[src/rtl/gcr_pkg.sv]
package gcr_pkg;

    localparam int BYTE_W = 8;

    typedef enum logic [1:0] {
        ST_IDLE  = 2'd0,
        ST_ADDR  = 2'd1,
        ST_CMD   = 2'd2,
        ST_ARMED = 2'd3
    } gcr_state_e;

    typedef enum logic [1:0] {
        EV_NONE  = 2'd0,
        EV_START = 2'd1,
        EV_STOP  = 2'd2,
        EV_BYTE  = 2'd3
    } gcr_kind_e;

    typedef struct packed {
        gcr_kind_e          kind;
        logic [BYTE_W-1:0]  data;
    } gcr_event_t;

    typedef struct packed {
        logic accept;
        logic fire;
    } gcr_decision_t;

    function automatic logic byte_is(input logic [BYTE_W-1:0] b,
                                     input logic [BYTE_W-1:0] ref_val);
        return b == ref_val;
    endfunction

endpackage

[src/rtl/gcr_event_sel.sv]
module gcr_event_sel
    import gcr_pkg::*;
(
    input  logic               start_in,
    input  logic               stop_in,
    input  logic               byte_done,
    input  logic [BYTE_W-1:0]  rx_byte,
    output gcr_event_t         ev
);
    // STOP outranks START, START outranks a byte completion.
    always_comb begin
        ev.data = rx_byte;
        if (stop_in)        ev.kind = EV_STOP;
        else if (start_in)  ev.kind = EV_START;
        else if (byte_done) ev.kind = EV_BYTE;
        else                ev.kind = EV_NONE;
    end
endmodule

[src/rtl/gcr_seq_fsm.sv]
module gcr_seq_fsm
    import gcr_pkg::*;
#(
    parameter logic [BYTE_W-1:0] GC_ADDR   = 8'h00,
    parameter logic [BYTE_W-1:0] RESET_CMD = 8'h06
)(
    input  logic          clk,
    input  logic          clr,
    input  gcr_event_t    ev,
    output gcr_state_e    state,
    output gcr_decision_t dec
);
    gcr_state_e state_nxt;

    always_comb begin
        state_nxt  = state;
        dec.accept = 1'b0;
        dec.fire   = 1'b0;
        unique case (ev.kind)
            EV_STOP: begin
                dec.fire  = (state == ST_ARMED);
                state_nxt = ST_IDLE;
            end
            EV_START: state_nxt = ST_ADDR;
            EV_BYTE: begin
                unique case (state)
                    ST_ADDR: begin
                        dec.accept = byte_is(ev.data, GC_ADDR);
                        state_nxt  = dec.accept ? ST_CMD : ST_IDLE;
                    end
                    ST_CMD: begin
                        dec.accept = byte_is(ev.data, RESET_CMD);
                        state_nxt  = dec.accept ? ST_ARMED : ST_IDLE;
                    end
                    default: state_nxt = ST_IDLE;
                endcase
            end
            default: state_nxt = state;
        endcase
    end

    always_ff @(posedge clk) begin
        if (clr) state <= ST_IDLE;
        else     state <= state_nxt;
    end


    armed_entry_chk: assert property (@(posedge clk) disable iff (clr)
        (state == ST_ARMED && $past(state) != ST_ARMED) |-> ($past(state) == ST_CMD));


    cmd_entry_chk: assert property (@(posedge clk) disable iff (clr)
        (state == ST_CMD && $past(state) != ST_CMD) |-> ($past(state) == ST_ADDR));
endmodule

[src/rtl/gcr_out_regs.sv]
module gcr_out_regs
    import gcr_pkg::*;
(
    input  logic          clk,
    input  logic          clr,
    input  gcr_event_t    ev,
    input  gcr_decision_t dec,
    output logic          ack_req,
    output logic          soft_rst
);
    always_ff @(posedge clk) begin
        if (clr) begin
            ack_req  <= 1'b0;
            soft_rst <= 1'b0;
        end else begin
            if (ev.kind != EV_NONE) ack_req <= dec.accept;
            soft_rst <= dec.fire;
        end
    end


    pulse_single_chk: assert property (@(posedge clk) disable iff (clr)
        soft_rst |=> !soft_rst);


    no_ack_with_rst_chk: assert property (@(posedge clk) disable iff (clr)
        !(soft_rst && ack_req));
endmodule

[src/rtl/gcr_detector.sv]
module gcr_detector
    import gcr_pkg::*;
#(
    parameter logic [BYTE_W-1:0] GC_ADDR   = 8'h00,
    parameter logic [BYTE_W-1:0] RESET_CMD = 8'h06
)(
    input  logic              clk,
    input  logic              rst,
    input  logic              ext_rst_n,
    input  logic              start_in,
    input  logic              stop_in,
    input  logic              byte_done,
    input  logic [BYTE_W-1:0] rx_byte,
    output logic              ack_req,
    output logic              soft_rst
);
    logic          clr;
    gcr_event_t    ev;
    gcr_state_e    state;
    gcr_decision_t dec;

    assign clr = rst | ~ext_rst_n;

    gcr_event_sel u_sel (
        .start_in (start_in),
        .stop_in  (stop_in),
        .byte_done(byte_done),
        .rx_byte  (rx_byte),
        .ev       (ev)
    );

    gcr_seq_fsm #(.GC_ADDR(GC_ADDR), .RESET_CMD(RESET_CMD)) u_fsm (
        .clk  (clk),
        .clr  (clr),
        .ev   (ev),
        .state(state),
        .dec  (dec)
    );

    gcr_out_regs u_out (
        .clk     (clk),
        .clr     (clr),
        .ev      (ev),
        .dec     (dec),
        .ack_req (ack_req),
        .soft_rst(soft_rst)
    );

    // clearing in one cycle forces both outputs low in the next
    logic prev_clr;
    always_ff @(posedge clk) begin
        prev_clr <= clr;
        if (prev_clr) begin
            clear_outputs_chk: assert (!ack_req && !soft_rst);
        end
    end


    pulse_after_stop_chk: assert property (@(posedge clk) disable iff (clr)
        soft_rst |-> $past(stop_in));


    ack_after_byte_chk: assert property (@(posedge clk) disable iff (clr)
        $rose(ack_req) |-> $past(byte_done));
endmodule

[config.mk]
export PLATFORM = sky130hd
export DESIGN_NAME = gcr_detector
export DESIGN_NICKNAME = d
export VERILOG_FILES = /design/src/rtl/gcr_pkg.sv /design/src/rtl/gcr_event_sel.sv /design/src/rtl/gcr_seq_fsm.sv /design/src/rtl/gcr_out_regs.sv /design/src/rtl/gcr_detector.sv
export SDC_FILE = /design/constraint.sdc
export NUM_CORES = 1
export LEC_CHECK = 0
export BUFFER_PORTS_ARGS = -buffer_cell sky130_fd_sc_hd__buf_2
export CAP_MARGIN = 30
export CELL_PAD_IN_SITES_DETAIL_PLACEMENT = 0
export CELL_PAD_IN_SITES_GLOBAL_PLACEMENT = 1
export CORE_AREA = 2 2 39 41
export CTS_BUF_LIST = sky130_fd_sc_hd__clkbuf_8
export CTS_CLUSTER_DIAMETER = 40
export DETAILED_ROUTE_END_ITERATION = 10
export DIE_AREA = 0 0 41 43
export PLACE_DENSITY = 0.55
export SLEW_MARGIN = 20
export SYNTH_ARGS = -nofsm -noshare
export SYNTH_HDL_FRONTEND = slang
export SYNTH_SLANG_ARGS = --single-unit
[constraint.sdc]
create_clock -name clk -period 1.5 [get_ports clk]
set_input_delay 0.075 -clock clk [delete_from_list [all_inputs] [get_ports clk]]
set_output_delay 0.075 -clock clk [all_outputs]
set_load 0.03 [all_outputs]
==> results by group, run 1 <==
CTS
  – Resized cells post-CTS: 0
  – Clk sink count: 4
  – Hold-fix buffers, CTS: 0
  – Htree depth: 1
  – Clk Latency, worst-skew pair: 220 ps
  – Setup Buffers After CTS: 0
  – CTS Buf Count: 3
  – Reg clk slew, reported paths: 30 ps
  – CTS tree: done
  – Root buf cell: clkbuf_8
  – Clk buf depth: 2

Power
  – Power per Cell Area: 949 nW/um^2
  – Max IR drop VDD: 0.580 mV
  – Leakage: 0.171 nW

Worst setup path
  – CP Capture Type: register
  – Worst EP required: 1640 ps
  – Reg2reg path depth: 5
  – Critical path startpoint category: register
  – CP Launch Point: u_fsm.state[0]
  – CP Max Fanout: 4
  – CP arrival: 1490 ps
  – Reg2reg start: u_fsm.state[0]
  – Worst R2R End: u_fsm.state[1]
  – WS Path Type: reg2reg
  – R2r setup slk: 150 ps

STA
  – Final Cycle Share: 0.902
  – Fmax: 739 MHz
  – Min cycle time layout: roughly 1400 ps
  – Setup TNS: 0 ps
  – Final hold vios: 0
  – Final setup viols: 0
  – Post-Route Skew: 6.26 ps
  – Slew margin rel.: 0.839
  – RSZ-0062 raised after global routing: no
  – Worst-Margin Slew: 239 ps
  – Final slew viol count: 0

Floorplanning
  – Initial Util: 0.179
  – Width of the die: 41 um
  – Core footprint: roughly 1400 sq um
  – I/O pins: 16
  – Die area: roughly 1800 sq um
  – Num rows: 14
  – Die height: 43 um

Place
  – DP HPWL: 487 um
  – Area post-placement: 343 sq um
  – I/O Buffers: 15
  – Final Wtd Congestion: 0.605
  – Placed Cells: 58

Min path
  – Worst Hold Class: in2reg
  – Hold Startpoint: stop_in
  – Min-Delay Path Depth: 2
  – Worst Hold End: u_fsm.state[0]

Yosys
  – Synth Net Count: 44
  – Commonest cells post-synth: 4 x dfxtp_1, 4 x inv_1, 3 x a21oi_1, 3 x ha_1, 3 x nand2_1
  – Main synth FF type: dfxtp_1
  – Post-synth EDFFs: 0
  – Yosys cell types: 15
  – Cell count after synthesis: 27
  – Area share of the largest cell type after synthesis: 0.323
  – Synth area leader: dfxtp_1
  – Post-synth ARST share: 0
  – Yosys synthesis warning count: 0
  – Top post-synthesis cells by area: dfxtp_1 32%, ha_1 15%, nor4_4 8.6%
  – Sequential fraction of the synthesis area: 0.323
  – Netlist area before placement: 248 sq um
  – Register bit total from synthesis: 4
  – Syn Area/Cell: 9.18 sq um

Global route
  – Largest net degree at the start of global routing: 5
  – Vias in the first global route: 245
  – First-pass GRT wire length: ~910 um
  – Initial antenna violation count: 0
  – All-Layer GR Usage: 0.0814
  – GRT Residual Overflow: 0

Flow run
  – Max-cap violations: 0

Detailed routing
  – Drc violations: 0
  – Starting DRT DRC Count: 4
  – Post-route ant nets: 0
  – Final wirelength: 571 um
  – Vias post-DR: 249
  – Vias per cell: approximately 4.1
  – Pre-Repair DR Iteration Count: 4
  – WL/cell: roughly 9.4 um

Final layout
  – Final nets: 64
  – Ant. Diodes: 0
  – Post-route cell area: 384 sq um
  – Area grow syn2layout: 55.1%
  – Final Instance Count excl. Fillers: 61
  – Layout cells sized above 1: 0.444

Status
  – Outcome: finished clean
[cell usage in the layout, fill, tap and decap left out, drive strengths merged]
master   synthesis  final
nand2            3      3
dfxtp            4      4
nor2             1      1
nor4             1      1
nor3b            1      1
nand4            1      1
and3             1      1
buf              0     15
nor4b            1      1
clkbuf           0      3
a2111oi          1      1
o211ai           1      1
or4              1      1
nor3             1      1
inv              4      4
a21oi            3      3
ha               3      3
[metal layers]
| layer | global-route usage | part of all wire | vias up |
|---|---|---|---|
| met5 | 0 | 0 | - |
| met4 | 0.0400 | 0 | 0 |
| met1 | 0.0935 | 0.44 | 100 |
| met2 | 0.0969 | 0.40 | 15 |
| li1 | - | - | 134 |
| met3 | 0.0785 | 0.16 | 0 |
[where the power goes]
group          leakage, nW  internal [W]  switching (W)
Clock               0.0216      0.000171      0.0000522
Sequential          0.0323      0.000108    0.000000884
Combinational        0.117     0.0000169      0.0000159
[flip-flops by register name, summed over array words and instances (netlist names)]
name / count
u_out.soft_rst: 1
u_out.ack_req: 1
u_fsm.state: 2
[logic make-up after synthesis]
family,synth area share
buf+inv,0.0606
flops,0.323
compound gates,0.151
fa+ha+maj,0.152
simple gates,0.313
[worst max-delay path by stage]
stage / slack, ps / endpoint / depth (start not counted)
global route: 90 / u_fsm.state[1] / 5
global placement: 150 / u_fsm.state[1] / 5
detailed placement: 120 / u_fsm.state[1] / 5
finish: 150 / u_fsm.state[1] / 5
CTS: 120 / u_fsm.state[1] / 5
floorplan: 260 / u_fsm.state[1] / 5
[layout make-up]
type | instances | area, sq um
multi-input combinational | 19 | 153
fill | 157 | 1000
timing repair buffer | 15 | 75.1
tap | 16 | 20.0
sequential | 4 | 80.1
clock buffer | 3 | 41.3
inverter | 4 | 15.0
[metrics by stage]
| step | util | hold slack, ps | worst slack (ps) | power, W |
|---|---|---|---|---|
| floorplan | - | 151 | 263 | 0.000119 |
| CTS | 0.278 | 54.2 | 118 | 0.000372 |
| global placement | 0.248 | 284 | 148 | 0.000143 |
| detailed placement | 0.248 | 283 | 122 | 0.000143 |
| global route | 0.278 | 66.6 | 87.2 | 0.000388 |
| finish | 0.278 | 57.8 | 146 | 0.000364 |
[worst max-delay path, stage by stage, from the launching register on]
cell      delay, ps
dfxtp_1         380
inv_1            60
ha_1            290
nor4b_1         240
o211ai_1        150
a21oi_1         160
Power figures use the tool's default switching activity.
==> run 2: changes to the inputs <==
Settings changed: RECOVER_POWER set to 50.
==> run 2 against run 1 <==
Sequential share of layout area increased by 0.14 points. Combinational power about the same. Die area did not move. Via count up 3.2%. Sequential power barely moved. Critical path type unchanged. Highest routed layer unchanged.
==> results by group, run 2 (synthesized netlist as in run 1, its figures left out) <==
Global route
  – Vias in the first global route: 245 (unchanged)
  – All-Layer GR Usage: 0.0814 (unchanged)
  – Initial antenna violation count: 0 (unchanged)
  – GRT Residual Overflow: 0 (unchanged)
  – Largest net degree at the start of global routing: 5 (unchanged)
  – First-pass GRT wire length: 910 um (unchanged)

Detailed routing
  – WL/cell: 9.36 um (unchanged)
  – Vias per cell: 4.21 (+3.2%)
  – Final wirelength: 571 um (unchanged)
  – Drc violations: 0 (unchanged)
  – Post-route ant nets: 0 (unchanged)
  – Starting DRT DRC Count: 4 (unchanged)
  – Pre-Repair DR Iteration Count: 4 (unchanged)
  – Vias post-DR: 257 (+3.2%)

Floorplanning
  – I/O pins: 16 (unchanged)
  – Initial Util: 0.179 (unchanged)
  – Width of the die: 41 um (unchanged)
  – Die height: 43 um (unchanged)
  – Core footprint: 1380 sq um (unchanged)
  – Num rows: 14 (unchanged)
  – Die area: 1760 sq um (unchanged)

Final layout
  – Commonest non-fill, non-tap cell in the layout: buf_2
  – Ant. Diodes: 0 (unchanged)
  – Area grow syn2layout: 54.0%
  – Final nets: 64 (unchanged)
  – Max reg flops: 2 (unchanged)
  – Commonest non-fill, non-tap cells in the layout: 13 x buf_2, 4 x inv_1, 4 x dfxtp_1
  – Biggest register: u_fsm.state
  – Largest regs: u_fsm.state: 2 flops, u_out.ack_req: 1 flops, u_out.soft_rst: 1 flops
  – Layout cells sized above 1: 0.400 (-0.0444)
  – Utilization after layout: 0.276 (-0.00181)

Power
  – Leakage: 0.162 nW (-5.2%)
  – Net Sw Frac: 0.189 (about the same)
  – Total power: 0.000364 W (about the same)
  – Internal power: 0.000296 W (about the same)
  – Clock power frac: 0.612 (about the same)
  – Combinational share of power: 0.090 (about the same)
  – Power per Cell Area: 955 nW/um^2 (+0.65%)
  – Sequential share of power: 0.299 (about the same)
  – Max IR drop VDD: 0.580 mV (about the same)
  – Net switching power: 0.0000689 W (about the same)

CTS
  – Htree depth: 1 (unchanged)
  – Clk buf depth: 2 (unchanged)
  – Clk Latency, worst-skew pair: 220 ps (about the same)
  – Root buf cell: clkbuf_8
  – Resized cells post-CTS: 0 (unchanged)
  – CTS Buf Count: 3 (unchanged)
  – Setup Buffers After CTS: 0 (unchanged)
  – CTS tree: done
  – Hold-fix buffers, CTS: 0 (unchanged)
  – Clk sink count: 4 (unchanged)
  – Reg clk slew, reported paths: 30 ps (about the same)

Flow run
  – Max-cap violations: 0 (unchanged)

Worst setup path
  – WS Path Type: reg2reg
  – CP arrival: 1490 ps (about the same)
  – CP Max Fanout: 4 (unchanged)
  – CP Capture Type: register
  – Worst EP required: 1640 ps (about the same)
  – Critical path startpoint category: register

Min path
  – Worst Hold Class: in2reg

STA
  – Final slew viol count: 0 (unchanged)
  – Worst-Margin Slew: 371 ps (+133 ps)
  – Fmax: 738 MHz (-0.16%)
  – Post-Route Skew: 6.26 ps (-0.000680 ps)
  – Min cycle time layout: 1360 ps (+2.10 ps)
  – Final Cycle Share: 0.904 (+0.00140)
  – Slew margin rel.: 0.753 (-0.0852)
  – RSZ-0062 raised after global routing: no
  – Final setup viols: 0 (unchanged)
  – Setup TNS: 0 ps (unchanged)
  – Final hold vios: 0 (unchanged)

Place
  – DP HPWL: 487 um (unchanged)
  – I/O Buffers: 15 (unchanged)
  – Final Wtd Congestion: 0.605 (unchanged)

Status
  – Outcome: finished clean
run 2: cell count changes in the layout (fill, tap and decap cells not counted):
cell | before | now
buf_2 | 15 | 13
clkbuf_1 | 0 | 2
run 2: cell type report:
cell class,instances,area [sq um]
clock buffers,3,41.3
fillers,158,1000
inverters,4,15.0
multi-input cells,19,153
flip-flops and latches,4,80.1
well taps,16,20.0
repair buffers,15,72.6
run 2: power by group through the flow:
stage	Combinational (W)	Clock (W)	Sequential (W)
after floorplan	0.00000875	0	0.000110
after global placement	0.0000332	0	0.000110
after detailed placement	0.0000331	0	0.000110
after CTS	0.0000332	0.000230	0.000109
after global routing	0.0000367	0.000243	0.000109
final	0.0000328	0.000223	0.000109
run 2: final timing paths:
check                  from              to  slack [ps]  cells past startpoint
max          u_fsm.state[0]  u_fsm.state[1]         140                      5
min                 stop_in  u_fsm.state[0]          60                      2
max reg2reg  u_fsm.state[0]  u_fsm.state[1]         140                      5
min reg2reg   u_out.ack_req   u_out.ack_req         450                      2
run 2: critical path, stage by stage, from the launching register on:
cell and delay (ps):
dfxtp_1 380, inv_1 60, ha_1 290, nor4b_1 240
o211ai_1 150, a21oi_1 160
run 2: stage by stage:
stage	cell area (sq um)	std cells	setup slack, ps	hold slack (ps)
4_1_cts	384	61	118	54.2
2_1_floorplan	248	27	263	151
3_3_place_gp	343	58	148	284
5_1_grt	382	61	87.2	66.6
6_report	382	61	144	57.8
3_5_place_dp	343	58	122	283
run 2: metal layers:
layer	part of all wire	up-vias	wire length (um)	GRT usage
li1	-	134	-	-
met1	0.43	108	248	0.0935
met2	0.40	15	231	0.0969
met3	0.16	0	91	0.0785
met4	0	0	0	0.0400
met5	0	-	0	0
==> run 3: changes to the inputs <==
Settings changed: PLACE_DENSITY 0.55 to unset, PLACE_DENSITY_LB_ADDON set to 0.1.
Clock period 1.5 ns to 1.1 ns, I/O delays scaled along.
==> run 3 against run 2 <==
The run now ends with negative setup slack left. Fmax is 11% higher. Non-clock buffer count increased by 2. Sequential share of layout area decreased by 1.5 points. Register-to-register slack worse by 260 ps. Via count rose by 4.7%. Global-route usage up 0.37 points.
==> results by group, run 3 (synthesized netlist as in run 1, its figures left out) <==
Status
  – Outcome: complete, but fails checks
  – Failing checks: negative setup slack

STA
  – Worst-Margin Slew: 364 ps (-7.90 ps)
  – Final setup viols: 3 (+3)
  – Fmax: 822 MHz (+11%)
  – Min cycle time layout: 1220 ps (-140 ps)
  – Slew margin rel.: 0.759 (+0.00525)
  – Final slew viol count: 0 (unchanged)
  – RSZ-0062 raised after global routing: yes
  – Final hold vios: 0 (unchanged)
  – Post-Route Skew: 1.40 ps (-4.86 ps)
  – Final WS setup: -116 ps (-260 ps)
  – Final Cycle Share: 1.11 (+0.202)

Power
  – Clock power frac: 0.607 (-0.005)
  – Net switching power: 0.0000974 W (+41%)
  – Max IR drop VDD: 0.503 mV (-13%)
  – Sequential share of power: 0.294 (-0.005)
  – Power per Cell Area: 1190 nW/um^2 (+24%)
  – Leakage: 0.178 nW (+10%)
  – Combinational share of power: 0.099 (+0.009)
  – Internal power: 0.000406 W (+37%)
  – Net Sw Frac: 0.194 (+0.00451)

CTS
  – Hold-fix buffers, CTS: 0 (unchanged)
  – Clk Latency, worst-skew pair: 220 ps (about the same)
  – Htree depth: 1 (unchanged)
  – Setup Buffers After CTS: 0 (unchanged)
  – Clk sink count: 4 (unchanged)
  – CTS Buf Count: 3 (unchanged)
  – CTS tree: done
  – Reg clk slew, reported paths: 30 ps (about the same)
  – Root buf cell: clkbuf_8
  – Clk buf depth: 2 (unchanged)

Place
  – DP HPWL: 503 um (+3.5%)
  – Area post-placement: 365 sq um (+6.6%)
  – Final Wtd Congestion: 0.657 (+8.6%)
  – I/O Buffers: 15 (unchanged)
  – Placed Cells: 60 (+3.4%)

Flow run
  – Max-cap violations: 0 (unchanged)

Floorplanning
  – Die height: 43 um (unchanged)
  – I/O pins: 16 (unchanged)
  – Die area: 1760 sq um (unchanged)
  – Width of the die: 41 um (unchanged)
  – Core footprint: 1380 sq um (unchanged)
  – Initial Util: 0.179 (unchanged)
  – Num rows: 14 (unchanged)

Min path
  – Worst Hold Class: in2reg

Global route
  – Largest net degree at the start of global routing: 4 (-1)
  – Vias in the first global route: 241 (-1.6%)
  – All-Layer GR Usage: 0.0851 (+0.00368)
  – GRT Residual Overflow: 0 (unchanged)
  – Initial antenna violation count: 0 (unchanged)
  – First-pass GRT wire length: 938 um (+3.1%)

Worst setup path
  – Worst EP required: 1190 ps (-450 ps)
  – CP Max Fanout: 3 (-1)
  – WS Path Type: reg2reg
  – CP Capture Type: register
  – CP arrival: 1300 ps (-190 ps)
  – Critical path startpoint category: register

Final layout
  – Post-route cell area: 424 sq um (+11%)
  – Ant. Diodes: 0 (unchanged)
  – Layout cells sized above 1: 0.574 (+0.174)
  – Area grow syn2layout: 71.2%
  – Final Instance Count excl. Fillers: 63 (+3.3%)
  – Final nets: 66 (+3.1%)
  – Largest regs: u_fsm.state: 2 flops, u_out.ack_req: 1 flops, u_out.soft_rst: 1 flops
  – Commonest non-fill, non-tap cell in the layout: buf_2
  – Biggest register: u_fsm.state
  – Commonest non-fill, non-tap cells in the layout: 14 x buf_2, 3 x inv_1, 3 x nand2_1, 3 x a21oi_1, 3 x clkbuf_8
  – Max reg flops: 2 (unchanged)

Detailed routing
  – Final wirelength: 611 um (+7.0%)
  – Pre-Repair DR Iteration Count: 2 (-2)
  – Starting DRT DRC Count: 2 (-2)
  – Drc violations: 0 (unchanged)
  – WL/cell: 9.70 um (+3.6%)
  – Vias per cell: 4.27 (+1.3%)
  – Vias post-DR: 269 (+4.7%)
  – Post-route ant nets: 0 (unchanged)
run 3: per-layer routing:
metal	share of wire	global-route usage	vias up
met5	0	0	-
met1	0.44	0.0924	112
met4	0.038	0.100	0
met2	0.41	0.109	13
li1	-	-	140
met3	0.11	0.0314	4
run 3: final cells by class:
type / instances / area, sq um
flip-flops and latches: 4 / 82.6
well taps: 16 / 20.0
inverters: 4 / 15.0
clock buffers: 3 / 41.3
multi-input cells: 19 / 176
repair buffers: 17 / 88.8
fillers: 152 / 960
run 3: power by group through the flow:
stage | logic (W) | clock network, W | registers [W]
floorplan | 0.0000125 | 0 | 0.000150
global placement | 0.0000474 | 0 | 0.000150
detailed placement | 0.0000485 | 0 | 0.000150
CTS | 0.0000501 | 0.000315 | 0.000148
global route | 0.0000543 | 0.000333 | 0.000148
finish | 0.0000497 | 0.000305 | 0.000148
run 3: metrics by stage:
| step | setup slack [ps] | hold slack (ps) | total power, W | TNS (ps) | utilization |
|---|---|---|---|---|---|
| floorplan | -65.2 | 124 | 0.000163 | -148 | - |
| global placement | -163 | 254 | 0.000197 | -406 | 0.264 |
| detailed placement | -132 | 258 | 0.000198 | -368 | 0.264 |
| CTS | -140 | 32.4 | 0.000513 | -390 | 0.307 |
| global route | -175 | 34.8 | 0.000535 | -480 | 0.307 |
| finish | -116 | 33.8 | 0.000503 | -308 | 0.307 |
run 3: path summary, 6_finish.rpt:
check,from,end,slack [ps],depth (start not counted)
worst max-delay path,u_fsm.state[0],u_fsm.state[1],-120,5
worst min-delay path,rst,u_fsm.state[0],30,2
worst max register to register,u_fsm.state[0],u_fsm.state[1],-120,5
worst min register to register,u_out.ack_req,u_out.ack_req,450,2
run 3: repair_timing:
action	CTS	global route
resized for setup	4	0
endpoints found under the setup margin	3	3
pin swaps	3	3
run 3: worst max-delay path, cell delays in order, from the launching register on:
cell and delay (ps):
dfxtp_2 310, buf_4 140, ha_1 180, nor3b_1 130
o211ai_1 220, a21oi_1 100
